<file path="src/rtl/qport_pkg.sv">
// Shared constants and the register-select type for the four-pin I/O port.
// Assumes a byte-wide bus and a two-bit register address.
package qport_pkg;
    localparam int ADDR_W = 2;

    typedef enum logic [ADDR_W-1:0] {
        SEL_DIR  = 2'd0,
        SEL_DATA = 2'd1,
        SEL_PIN  = 2'd2,
        SEL_NONE = 2'd3
    } reg_sel_e;

    localparam logic [7:0] DIR_READ_VALUE = 8'hFF;
endpackage

</file>
<file path="src/rtl/qport_sync.sv">
// Multi-stage synchronizer for asynchronous pad inputs.
// Assumes the inputs are level signals; there is no glitch filtering.
// The output lags the input by STAGES clock edges.
module qport_sync #(
    parameter int WIDTH  = 8,
    parameter int STAGES = 2
) (
    input  logic             clk,
    input  logic             rst_n,
    input  logic [WIDTH-1:0] d,
    output logic [WIDTH-1:0] q
);
    logic [WIDTH-1:0] stage_q [STAGES];

    genvar s;
    generate
        for (s = 0; s < STAGES; s++) begin : g_stage
            // Shift the sampled level one stage further on each edge.
            always_ff @(posedge clk) begin
                if (!rst_n)
                    stage_q[s] <= '0;
                else if (s == 0)
                    stage_q[s] <= d;
                else
                    stage_q[s] <= stage_q[(s == 0) ? 0 : s-1];
            end
        end
    endgenerate

    assign q = stage_q[STAGES-1];

    // Count edges since reset (saturating) so the latency check only starts
    // once the chain holds real samples.
    logic [1:0] run_cnt;
    always_ff @(posedge clk) begin
        if (!rst_n)
            run_cnt <= '0;
        else if (run_cnt != 2'd3)
            run_cnt <= run_cnt + 2'd1;
    end

    generate
        if (STAGES == 2) begin : g_chk
            assert_sync_delay_R6: assert property (@(posedge clk) disable iff (!rst_n)
                (run_cnt >= 2'd2) |-> (q == $past(d, 2)));
        end
    endgenerate
endmodule

</file>
<file path="src/rtl/qport_regs.sv">
// Direction and output-data registers with their standby behaviour.
// Assumes a single-cycle bus write: the register is updated at the edge
// where wr_en is high. Hardware standby clears the registers like reset.
// Software standby blocks writes so the contents are held.
module qport_regs
    import qport_pkg::*;
#(
    parameter int NPINS  = 4,
    parameter int DATA_W = 8
) (
    input  logic              clk,
    input  logic              rst_n,
    input  logic              hw_stby,
    input  logic              sw_stby,
    input  logic              wr_en,
    input  logic [ADDR_W-1:0] addr,
    input  logic [DATA_W-1:0] wdata,
    output logic [NPINS-1:0]  dir_q,
    output logic [NPINS-1:0]  data_q
);
    logic wr_ok;
    logic wr_dir;
    logic wr_data;

    // Qualify the bus strobe with both standby inputs and decode the target.
    always_comb begin
        wr_ok   = wr_en && !hw_stby && !sw_stby;
        wr_dir  = wr_ok && (reg_sel_e'(addr) == SEL_DIR);
        wr_data = wr_ok && (reg_sel_e'(addr) == SEL_DATA);
    end

    // Direction register: cleared by reset or hardware standby.
    always_ff @(posedge clk) begin
        if (!rst_n || hw_stby)
            dir_q <= '0;
        else if (wr_dir)
            dir_q <= wdata[NPINS-1:0];
    end

    // Output data register: cleared by reset or hardware standby.
    always_ff @(posedge clk) begin
        if (!rst_n || hw_stby)
            data_q <= '0;
        else if (wr_data)
            data_q <= wdata[NPINS-1:0];
    end

    assert_hw_clear_R8: assert property (@(posedge clk) disable iff (!rst_n)
        hw_stby |=> (dir_q == '0) && (data_q == '0));

    assert_sw_hold_R9: assert property (@(posedge clk) disable iff (!rst_n)
        (sw_stby && !hw_stby) |=> $stable(dir_q) && $stable(data_q));

    assert_write_lands_R10: assert property (@(posedge clk) disable iff (!rst_n)
        (wr_en && !hw_stby && !sw_stby && addr == 2'd1) |=> (data_q == $past(wdata[NPINS-1:0])));
endmodule

</file>
<file path="src/rtl/qport_rdmux.sv">
// Read-data multiplexer for the port registers.
// Assumes a combinational read: rdata follows addr in the same cycle.
// The direction register is write-only and reads as a fixed value.
module qport_rdmux
    import qport_pkg::*;
#(
    parameter int NPINS  = 4,
    parameter int DATA_W = 8
) (
    input  logic [ADDR_W-1:0] addr,
    input  logic [NPINS-1:0]  data_q,
    input  logic [DATA_W-1:0] pin_lvl,
    output logic [DATA_W-1:0] rdata
);
    localparam int PAD_W = DATA_W - NPINS;

    // Select the read source; the reserved data bits read as zero.
    always_comb begin
        unique case (reg_sel_e'(addr))
            SEL_DIR:  rdata = DIR_READ_VALUE;
            SEL_DATA: rdata = {{PAD_W{1'b0}}, data_q};
            SEL_PIN:  rdata = pin_lvl;
            default:  rdata = '0;
        endcase
    end
endmodule

</file>
<file path="src/rtl/qport_top.sv">
// Four-pin general-purpose I/O port: direction and output data registers,
// pad drive, and a synchronized pin-level register that also carries the
// input-only pads in its upper bits.
// Assumes NPINS + NEXTRA equals the bus width and all pads are asynchronous.
module qport_top
    import qport_pkg::*;
#(
    parameter int NPINS       = 4,
    parameter int NEXTRA      = 4,
    parameter int SYNC_STAGES = 2
) (
    input  logic                     clk,
    input  logic                     rst_n,
    input  logic                     hw_stby,
    input  logic                     sw_stby,
    input  logic                     wr_en,
    input  logic [ADDR_W-1:0]        addr,
    input  logic [NPINS+NEXTRA-1:0]  wdata,
    output logic [NPINS+NEXTRA-1:0]  rdata,
    input  logic [NPINS-1:0]         pad_in,
    input  logic [NEXTRA-1:0]        pad_extra_in,
    output logic [NPINS-1:0]         pad_oe,
    output logic [NPINS-1:0]         pad_out
);
    localparam int DATA_W = NPINS + NEXTRA;

    logic [NPINS-1:0]  dir_q;
    logic [NPINS-1:0]  data_q;
    logic [DATA_W-1:0] pin_lvl;

    qport_regs #(.NPINS(NPINS), .DATA_W(DATA_W)) u_regs (
        .clk     (clk),
        .rst_n   (rst_n),
        .hw_stby (hw_stby),
        .sw_stby (sw_stby),
        .wr_en   (wr_en),
        .addr    (addr),
        .wdata   (wdata),
        .dir_q   (dir_q),
        .data_q  (data_q)
    );

    qport_sync #(.WIDTH(DATA_W), .STAGES(SYNC_STAGES)) u_sync (
        .clk   (clk),
        .rst_n (rst_n),
        .d     ({pad_extra_in, pad_in}),
        .q     (pin_lvl)
    );

    qport_rdmux #(.NPINS(NPINS), .DATA_W(DATA_W)) u_rdmux (
        .addr    (addr),
        .data_q  (data_q),
        .pin_lvl (pin_lvl),
        .rdata   (rdata)
    );

    // Pad drive: enable follows direction, value is masked for input pins.
    genvar p;
    generate
        for (p = 0; p < NPINS; p++) begin : g_pad
            always_comb begin
                pad_oe[p]  = dir_q[p];
                pad_out[p] = dir_q[p] ? data_q[p] : 1'b0;
            end
        end
    endgenerate

    assert_idle_pad_low_R3: assert property (@(posedge clk) disable iff (!rst_n)
        ((pad_out & ~pad_oe) == '0));

    assert_reset_clears_R1: assert property (@(posedge clk)
        !rst_n |=> (pad_oe == '0) && (pad_out == '0));
endmodule

</file>
<file path="config.mk">
export PLATFORM = sky130hd
export DESIGN_NAME = qport_top
export DESIGN_NICKNAME = d
export VERILOG_FILES = /design/src/rtl/qport_pkg.sv /design/src/rtl/qport_sync.sv /design/src/rtl/qport_regs.sv /design/src/rtl/qport_rdmux.sv /design/src/rtl/qport_top.sv
export SDC_FILE = /design/constraint.sdc
export NUM_CORES = 1
export LEC_CHECK = 0
export BUFFER_PORTS_ARGS = -buffer_cell sky130_fd_sc_hd__buf_2
export CORE_UTILIZATION = 49
export DETAILED_ROUTE_END_ITERATION = 16
export MAX_ROUTING_LAYER = met4
export PLACE_DENSITY = 0.82
export SLEW_MARGIN = 20
export SYNTH_ARGS = -nofsm -noshare
export SYNTH_HDL_FRONTEND = slang
export SYNTH_SLANG_ARGS = --single-unit
</file>
<file path="constraint.sdc">
create_clock -name clk -period 2.3 [get_ports clk]
set_clock_uncertainty 0.15 [all_clocks]
set_input_delay 0.115 -clock clk [delete_from_list [all_inputs] [get_ports clk]]
set_output_delay 0.115 -clock clk [all_outputs]
set_load 0.1 [all_outputs]
</file>
# After elaboration in Yosys (flattened, before gate mapping)

Memories as Yosys holds them, arrays and structs flattened.
Cells that the tools add are included.

Equal/unequal tests: 2
Mux-type cells: 9
Bitwise logic cells: 2
Reductions and logical operators: 9

Operator list:

| kind                 | count |
|---|---|
| $pmux W8 S3          | 1 |
| $mux W8              | 2 |
| $mux W1              | 6 |
| $logic_and A1 B1 Y1  | 4 |
| $logic_not A1 Y1     | 3 |
| $eq A2 B1 Y1 const B | 1 |
| $eq A2 B2 Y1 const B | 1 |
| $logic_not A2 Y1     | 1 |
| $or A1 B1 Y1         | 2 |
| $logic_or A1 B1 Y1   | 1 |

Register bits after elaboration: 8
Bits in writable memories: 16
Bits of input ports: 23
Output and inout bits: 16
Logic and storage cells: 25
Memories: 1

Memory list:

| name           | depth | bits a word | read ports | clocked after Yosys merged registers in | wr ports | line             | text |
|---|---|---|---|---|---|---|---|
| u_sync.stage_q | 2     | 8           | 2          | 0                                       | 2        | qport_sync.sv:13 | `logic [WIDTH-1:0] stage_q [STAGES];` |

# Logic depth before layout (Yosys ltp)

Gate-level depths: netlist (run 1).

Depth after elaboration: 4
Depth in mapped cells: 5
Gate-level depth less buffers: 3

# Hierarchy

From an unflattened synthesis (run 1), not the netlist that was laid out.

Cells, all modules: 93
Area, all modules: 935.9 sq um

By module, submodules not included:

| module      | times used | cells each | area an instance (sq um) | seq. area each (sq um) |
|---|---|---|---|---|
| qport_sync  | 1          | 33         | 446.7                    | 320.3 |
| qport_regs  | 1          | 34         | 344.1                    | 160.2 |
| qport_rdmux | 1          | 22         | 120.1                    | 0.0 |
| qport_top   | 1          | 4          | 25.0                     | 0.0 |

# Worst setup path before layout (run 1)

Ideal clock, no wire load.

Kind: input -> output
Start point: input addr[0]
End point: output rdata[1]
Arrival: 1.902 ns
Required time: 2.035 ns
Setup slack: 0.133 ns
Cell stages on the path: 3
Buffers on the path: 1
Path through: clkbuf_1 nand2b_1 a21oi_1

Cells in the longest elaborated chain, start to end: 2
Elaborated cells between the ends (all ways): 4
Those cells by class: 2 x eq/ne; 1 x mux; 1 x reduce/logical

RTL lines:

| what                                 | line              | text |
|---|---|---|
| from (decl)                          | qport_top.sv:17   | `input logic [ADDR_W-1:0] addr,` |
| $eq A2 B2 Y1 (tied with other cells) | qport_rdmux.sv:19 | `unique case (reg_sel_e'(addr))` |
| $pmux W8 S3 (*)                      | qport_rdmux.sv:19 |  |
| to (decl)                            | qport_top.sv:19   | `output logic [NPINS+NEXTRA-1:0] rdata,` |

Every way passes the cells marked *; elsewhere a longest branch is shown, timed or not.

# Worst setup path after layout (run 1)

Start point: register u_regs.data_q[3]
End point: output rdata[3]

Cells in the longest elaborated chain, start to end: 1

RTL lines:

| what                   | line              | text |
|---|---|---|
| from (decl)            | qport_regs.sv:19  | `output logic [NPINS-1:0] data_q` |
| from (signal assigned) | qport_regs.sv:45  | `data_q <= wdata[NPINS-1:0];` |
| $pmux W8 S3            | qport_rdmux.sv:19 |  |

Every way passes these cells.

==> load_flow_metrics.sql, run 1 <==
INSERT INTO impl_metrics (metric_group, metric, value, unit) VALUES
('place', 'portBuffers', '34', ''),
('final_layout', 'final_layout_size_suffix_gt1_frac', '0.283', ''),
('final_layout', 'layout_commonest_cell', 'buf_2', ''),
('final_layout', 'most_frequent_cells_in_the_layout', '34 x buf_2, 24 x dfxtp_1, 21 x and2_1', ''),
('logic_synthesis', 'synthTopCellsByArea', 'dfxtp_1 52%, and2_1 14%, mux2i_1 8.6%', ''),
('worst_setup_path', 'critPathLaunchType', 'register', ''),
('clock_tree', 'cts.hold.buffers_added', '12', ''),
('timing', 'grt_setup_unrepaired', 'no', ''),
('clock_tree', 'post_cts_resize_count', '0', ''),
('clock_tree', 'worstSkewPairLatency', '0.30', 'ns'),
('job', 'cap_violations', '0', ''),
('timing', 'slew_headroom', '0.497', ''),
('floorplanning', 'placement_rows', '15', ''),
('clock_tree', 'cts.sink_count', '24', ''),
('timing', 'slew_at_the_pin_closest_to_its_max_slew_limit', '0.753', 'ns'),
('clock_tree', 'cts_root_buf', 'clkbuf_4', ''),
('power_and_ir_drop', 'sw_frac_of_total', '0.273', ''),
('clock_tree', 'cts-htree-levels', '1', ''),
('final_layout', 'antennaDiodeCount', '0', ''),
('power_and_ir_drop', 'power.share.sequential', '0.550', ''),
('place', 'post-place-cells', '147', ''),
('timing', 'final_period_minus_worst_setup_slack', '1.58', 'ns'),
('global_routing', 'grt_usage', '0.179', ''),
('clock_tree', 'clock_tree_from_tritoncts', 'yes', ''),
('global_routing', 'global_route.overflow_total', '0', ''),
('detailed_routing', 'via_count', '744', ''),
('global_routing', 'grt_first_pass_wirelength', '2600', 'um'),
('final_layout', 'num-fill-cells', '140', ''),
('global_routing', 'largest_net_degree_at_the_start_of_global_routing', '18', ''),
('hold_path', 'min_path_type', 'in -> reg', ''),
('place', 'post-dp-hpwl', '1080', 'um'),
('detailed_routing', 'drt_drc_violations_left', '0', ''),
('status', 'run_status', 'finished, final reports clean', ''),
('logic_synthesis', 'syn-mean-instance-area', '9.86', 'um^2'),
('power_and_ir_drop', 'share_of_power_burned_in_combinational_logic', '0.181', ''),
('logic_synthesis', 'ys_seq_area_frac', '0.518', ''),
('detailed_routing', 'detail_route.wirelength', '1710', 'um'),
('clock_tree', 'clock_tree.buffer_depth', '2', ''),
('power_and_ir_drop', 'power_report.internal_total', '0.000571', 'W'),
('worst_setup_path', 'cp_data_required_time', '2.04', 'ns'),
('logic_synthesis', 'yosysTopAreaCell', 'dfxtp_1', ''),
('clock_tree', 'post_cts_buffers', '0', ''),
('worst_setup_path', 'criticalPathCategory', 'reg -> out', ''),
('final_layout', 'area_growth_syn_to_layout', '33.3', '%'),
('detailed_routing', 'drt-initial-drc-count', '11', ''),
('floorplanning', 'die_area', '2070', 'um^2'),
('timing', 'final_min_period_over_clock_period', '0.686', ''),
('global_routing', 'grt_antenna_before_repair', '0', ''),
('detailed_routing', 'routed_via_density', '4.56', ''),
('detailed_routing', 'final_antenna_net_count', '0', ''),
('timing', 'achievable-frequency', '634', 'MHz'),
('power_and_ir_drop', 'netSwitchingPower', '0.000214', 'W'),
('logic_synthesis', 'syn-instance-count', '94', ''),
('floorplanning', 'die_width', '45.5', 'um'),
('clock_tree', 'clk_pin_slew_worst_paths', '0.12', 'ns'),
('place', 'place_congestion', '0.739', ''),
('logic_synthesis', 'synth_cell_type_count', '12', ''),
('detailed_routing', 'firstDrtPassIters', '4', ''),
('worst_setup_path', 'cp.arrival', '1.31', 'ns'),
('worst_setup_path', 'path_max_fanout', '3', ''),
('floorplanning', 'initial_core_utilization', '0.531', ''),
('timing', 'setup_total_negative_slack', '0', 'ns'),
('floorplanning', 'die_h', '45.5', 'um'),
('power_and_ir_drop', 'worst_ir_drop_vdd', '517', 'uV'),
('logic_synthesis', 'synth.top_cell.area_share', '0.518', ''),
('final_layout', 'fin_nets', '162', ''),
('timing', 'setup-violations-final', '0', ''),
('global_routing', 'grt_pass1_vias', '622', ''),
('final_layout', 'layoutNonFillerInstCount', '163', ''),
('timing', 'slew_violations', '0', ''),
('power_and_ir_drop', 'p_leak', '0.581', 'nW'),
('timing', 'final_hold_viol_count', '0', ''),
('clock_tree', 'cts_bufs_inserted', '3', ''),
('floorplanning', 'standard_cell_core_area', '1750', 'um^2'),
('power_and_ir_drop', 'pwr-share-clk', '0.268', ''),
('logic_synthesis', 'synth_warnings', '0', ''),
('detailed_routing', 'detail_route.wl_per_cell', '10.5', 'um'),
('floorplanning', 'num_io_pins', '39', ''),
('logic_synthesis', 'syn-num-nets', '117', ''),
('power_and_ir_drop', 'power_density', '636', 'nW/um^2'),
('logic_synthesis', 'mappedNetlistArea', '927', 'um^2'),
('logic_synthesis', 'yosys_register_bits', '24', ''),
('worst_setup_path', 'worstSetupEndpointType', 'output pin', '');
[cell type report]
type / instances / area [um^2] / share of cell area
clock buffer: 4 / 36.3 / 0.0294
tap: 25 / 31.3 / 0.0253
timing repair buffer: 46 / 290 / 0.235
sequential: 24 / 480 / 0.389
multi-input combinational: 60 / 383 / 0.310
inverter: 4 / 15.0 / 0.0121
[final timing paths]
check	start	end	slack (ns)	cells after the start
setup / recovery	u_regs.data_q[3]$_SDFFE_PP0P_	rdata[3]	0.72	3
hold reg to reg	u_sync.stage_q[0][5]$_SDFF_PN0_	u_sync.stage_q[1][5]$_SDFF_PN0_	0.29	1
hold / removal	rst_n	u_sync.stage_q[1][1]$_SDFF_PN0_	0.02	2
setup reg to reg	u_regs.dir_q[3]$_SDFFE_PP0P_	u_regs.dir_q[3]$_SDFFE_PP0P_	1.48	2
[worst max-delay path: stages, from the launching register on]
cell,delay [ns]
dfxtp_1,0.37
nor2b_1,0.06
a21oi_1,0.13
buf_2,0.44
[routing by layer]
layer,track usage,share of wire,vias up
li1,-,-,379
met2,0.280,0.46,26
met4,0.0545,0.0082,0
met5,-,0,-
met3,0.0357,0.043,2
met1,0.233,0.48,337
[sequential cells by signal (all words and copies together), names as in the netlist]
register / count
u_regs.dir_q: 4
u_regs.data_q: 4
u_sync.stage_q: 16
[stage by stage]
step / setup slack (ns) / util / hold WS, ns / power (W) / cell area (um^2)
finish: 0.722 / 0.708 / 0.0208 / 0.000786 / 1240
global route: 0.627 / 0.708 / 0.0259 / 0.000822 / 1240
CTS: 0.711 / 0.708 / 0.0179 / 0.000787 / 1240
detailed placement: 0.805 / 0.619 / 0.173 / 0.000568 / 1080
global placement: 0.821 / 0.619 / 0.170 / 0.000566 / 1080
floorplan: 0.133 / - / 0.0867 / 0.000542 / 927
[power by group through the flow]
stage,Combinational [W],Sequential (W),Clock [W]
floorplan,0.0000991,0.000443,0
global placement,0.000124,0.000441,0
detailed placement,0.000126,0.000442,0
CTS,0.000142,0.000432,0.000213
global route,0.000151,0.000434,0.000237
finish,0.000143,0.000432,0.000211
[Yosys cell counts (all sizes together)]
cell type and number:
mux2i 8, inv 4, nor4b 1, nand2b 5, a21oi 8, buf 4
nand2 12, clkbuf 2, and2 21, dfxtp 24, nor2b 5
[logic make-up after synthesis]
| family | synth area share |
|---|---|
| buffers and inverters | 0.0688 |
| AO/OA/AOI/OAI | 0.0432 |
| flip-flops | 0.518 |
| multiplexers | 0.0864 |
| AND/OR/NAND/NOR | 0.283 |
No activity file was read; power rests on OpenSTA's default activity.
==> run 2: changes to the inputs <==
CORE_UTILIZATION = 41   (was 49)
PLACE_DENSITY = 0.73   (was 0.82)
clock period = 1.35 ns   (was 2.3 ns; I/O delays follow)
==> run 2 against run 1 <==
Net effect:
- the run now ends with setup timing left
- critical path type is now in -> reg
- via count rose by 8.7%
- critical path depth rose by 1
- die area rose by 19%
- global-route usage rose by 2.4 points
- worst hold slack improved by 0.064 ns
- highest routed layer unchanged
- first-iteration DRC count rose by 18%
- largest power group unchanged
==> load_flow_metrics.sql, run 2 (synthesis gave the netlist of run 1 again) <==
INSERT INTO impl_metrics (metric_group, metric, value, unit) VALUES
('clock_tree', 'clock_tree_from_tritoncts', 'yes', ''),
('timing', 'pnr_worst_setup_slack', '-0.00479', 'ns'),
('timing', 'setup-violations-final', '1', ''),
('timing', 'slew_violations', '0', ''),
('power_and_ir_drop', 'power_density', '982', 'nW/um^2'),
('worst_setup_path', 'worst_path_dominant_cell_family', 'buffers and inverters', ''),
('hold_path', 'min_delay_path_depth', '5', ''),
('worst_setup_path', 'cp_data_required_time', '1.42', 'ns'),
('clock_tree', 'clk_pin_slew_worst_paths', '0.14', 'ns'),
('job', 'cap_violations', '0', ''),
('floorplanning', 'standard_cell_core_area', '2040', 'um^2'),
('worst_setup_path', 'critical_path.n_buffers_inverters', '3', ''),
('final_layout', 'area_growth_syn_to_layout', '78.0', '%'),
('timing', 'final_hold_viol_count', '0', ''),
('worst_setup_path', 'critPathLaunchType', 'input pin', ''),
('status', 'violations', 'setup timing', ''),
('detailed_routing', 'firstDrtPassIters', '4', ''),
('final_layout', 'seqCellArea', '495', 'um^2'),
('hold_path', 'min-delay-start', 'hw_stby', ''),
('final_layout', 'antennaDiodeCount', '0', ''),
('floorplanning', 'die_area', '2460', 'um^2'),
('final_layout', 'final_layout_size_suffix_gt1_frac', '0.493', ''),
('worst_setup_path', 'critical_path.reg2reg.endpoint', 'u_regs.data_q[1]$_SDFFE_PP0P_', ''),
('place', 'portBuffers', '34', ''),
('final_layout', 'max_flop_register', 'u_sync.stage_q', ''),
('clock_tree', 'cts-htree-levels', '1', ''),
('final_layout', 'layout_commonest_cell', 'buf_2', ''),
('place', 'post-dp-hpwl', '1370', 'um'),
('floorplanning', 'die_width', '49.6', 'um'),
('global_routing', 'grt_first_pass_wirelength', '3620', 'um'),
('detailed_routing', 'detail_route.wirelength', '2510', 'um'),
('clock_tree', 'worstSkewPairLatency', '0.32', 'ns'),
('detailed_routing', 'routed_via_density', '4.68', ''),
('global_routing', 'grt_usage', '0.204', ''),
('worst_setup_path', 'worstReg2RegStart', 'u_regs.data_q[1]$_SDFFE_PP0P_', ''),
('detailed_routing', 'drt-initial-drc-count', '13', ''),
('clock_tree', 'cts_bufs_inserted', '3', ''),
('worst_setup_path', 'worstRegToRegCells', '2', ''),
('status', 'run_status', 'finished, violations left', ''),
('worst_setup_path', 'ff2ff_setup_slack', '0.52', 'ns'),
('timing', 'slew_headroom', '0.681', ''),
('clock_tree', 'post_cts_buffers', '0', ''),
('worst_setup_path', 'cp.arrival', '1.42', 'ns'),
('place', 'preCtsSetupSlack', '0.100', 'ns'),
('worst_setup_path', 'criticalPathCategory', 'in -> reg', ''),
('power_and_ir_drop', 'worst_ir_drop_vdd', '869', 'uV'),
('global_routing', 'grt_pass1_vias', '770', ''),
('clock_tree', 'clock_tree.buffer_depth', '2', ''),
('detailed_routing', 'drt_drc_violations_left', '0', ''),
('hold_path', 'min_path_type', 'in -> reg', ''),
('worst_setup_path', 'path_common_cell', 'dlygate4sd3_1', ''),
('final_layout', 'largest_reg_flops', '16', ''),
('global_routing', 'grt_antenna_before_repair', '0', ''),
('final_layout', 'multi_input_comb_area', '500', 'um^2'),
('hold_path', 'whs_endpoint', 'u_regs.dir_q[1]$_SDFFE_PP0P_', ''),
('worst_setup_path', 'path_max_fanout', '1', ''),
('detailed_routing', 'final_antenna_net_count', '0', ''),
('timing', 'achievable-frequency', '738', 'MHz'),
('power_and_ir_drop', 'p_leak', '0.710', 'nW'),
('worst_setup_path', 'critical-path-max-stage-delay', '0.55', 'ns'),
('final_layout', 'stdcell_area', '1650', 'um^2'),
('floorplanning', 'num_io_pins', '39', ''),
('worst_setup_path', 'worstSetupEndpointType', 'register', ''),
('timing', 'slew_at_the_pin_closest_to_its_max_slew_limit', '0.483', 'ns'),
('final_layout', 'most_frequent_cells_in_the_layout', '19 x buf_2, 18 x dlygate4sd3_1, 17 x and2_1', ''),
('timing', 'fin_hold_ws', '0.0845', 'ns'),
('timing', 'final_period_minus_worst_setup_slack', '1.35', 'ns'),
('place', 'place_congestion', '0.686', ''),
('final_layout', 'num-fill-cells', '131', ''),
('timing', 'final_min_period_over_clock_period', '1.00', ''),
('floorplanning', 'initial_core_utilization', '0.454', ''),
('detailed_routing', 'via_count', '809', ''),
('worst_setup_path', 'cp_cell_sequence', 'dlygate4sd3_1 > buf_2 > and2_1 > dlygate4sd3_1', ''),
('clock_tree', 'cts_root_buf', 'clkbuf_4', ''),
('final_layout', 'reg_top3', 'u_sync.stage_q x16, u_regs.data_q x4, u_regs.dir_q x4', ''),
('detailed_routing', 'detail_route.wl_per_cell', '14.5', 'um'),
('global_routing', 'largest_net_degree_at_the_start_of_global_routing', '15', ''),
('worst_setup_path', 'slowest_stage', 'dlygate4sd3_1', ''),
('place', 'dpl-instance-area', '1370', 'um^2'),
('final_layout', 'fin_nets', '170', ''),
('floorplanning', 'die_h', '49.6', 'um'),
('global_routing', 'global_route.overflow_total', '0', ''),
('clock_tree', 'cts.sink_count', '24', ''),
('floorplanning', 'placement_rows', '16', '');
run 2: changes by cell type in the layout (fill, tap and decap cells not counted), moves of 6 or more:
cell | before | now
dfxtp_2 | 0 | 12
a21oi_1 | 8 | 0
buf_12 | 0 | 12
a21oi_4 | 0 | 6
dfxtp_1 | 24 | 12
buf_2 | 34 | 19
dlygate4sd3_1 | 12 | 18
run 2: worst reg2reg max path: cells and delay by family (launching register included):
| family | cells | cell delay [ns] |
|---|---|---|
| muxes | 1 | 0.15 |
| and+or+nand+nor | 1 | 0.06 |
| DFF | 1 | 0.40 |
run 2: metrics by stage:
| step | total power [W] | cells | TNS [ns] | utilization |
|---|---|---|---|---|
| 2_1_floorplan | 0.000948 | 94 | -0.0912 | - |
| 3_3_place_gp | 0.00105 | 151 | 0 | 0.670 |
| 3_5_place_dp | 0.00105 | 151 | 0 | 0.670 |
| 4_1_cts | 0.00160 | 176 | 0 | 0.798 |
| 5_1_grt | 0.00168 | 173 | -0.0478 | 0.808 |
| 6_report | 0.00162 | 173 | -0.00479 | 0.808 |
run 2: report_power, final:
part	switching, W	leakage, nW	total (W)	internal [W]
sequential	0.00000864	0.203	0.000741	0.000732
combinational	0.000199	0.480	0.000352	0.000154
clock	0.000228	0.0279	0.000528	0.000300
total	0.000435	0.710	0.00162	0.00119
run 2: worst max path at each step:
stage / start / cells after the start / slack [ns] / to
2_1_floorplan: u_sync.stage_q[1][6]$_SDFF_PN0_ / 2 / -0.05 / rdata[6]
3_3_place_gp: addr[1] / 4 / 0.16 / u_regs.data_q[1]$_SDFFE_PP0P_
3_5_place_dp: addr[1] / 4 / 0.10 / u_regs.data_q[1]$_SDFFE_PP0P_
4_1_cts: u_regs.data_q[0]$_SDFFE_PP0P_ / 3 / 0.002 / rdata[0]
5_1_grt: pad_extra_in[3] / 4 / -0.02 / u_sync.stage_q[0][7]$_SDFF_PN0_
6_report: pad_in[3] / 4 / -0.005 / u_sync.stage_q[0][3]$_SDFF_PN0_
run 2: area by class of cell:
class / count / area share
clock buffer: 3 / 0.0136
clock inverter: 1 / 0.0182
inverter: 4 / 0.00910
multi-input combinational: 60 / 0.303
sequential: 24 / 0.300
tap: 27 / 0.0205
timing repair buffer: 54 / 0.335
run 2: repair_timing:
action / 4_1_cts / 5_1_grt
gates resized for setup: 0 / 18
endpoints found under the hold margin: 24 / 4
setup endpoints to repair: 0 / 12
hold buffers: 21 / 1
run 2: routing by layer:
layer | vias up | share of wire | global-route usage
met1 | 389 | 0.43 | 0.234
met3 | 2 | 0.032 | 0.0309
met5 | - | 0 | -
met4 | 0 | 0.0064 | 0.0429
li1 | 395 | - | -
met2 | 23 | 0.53 | 0.372
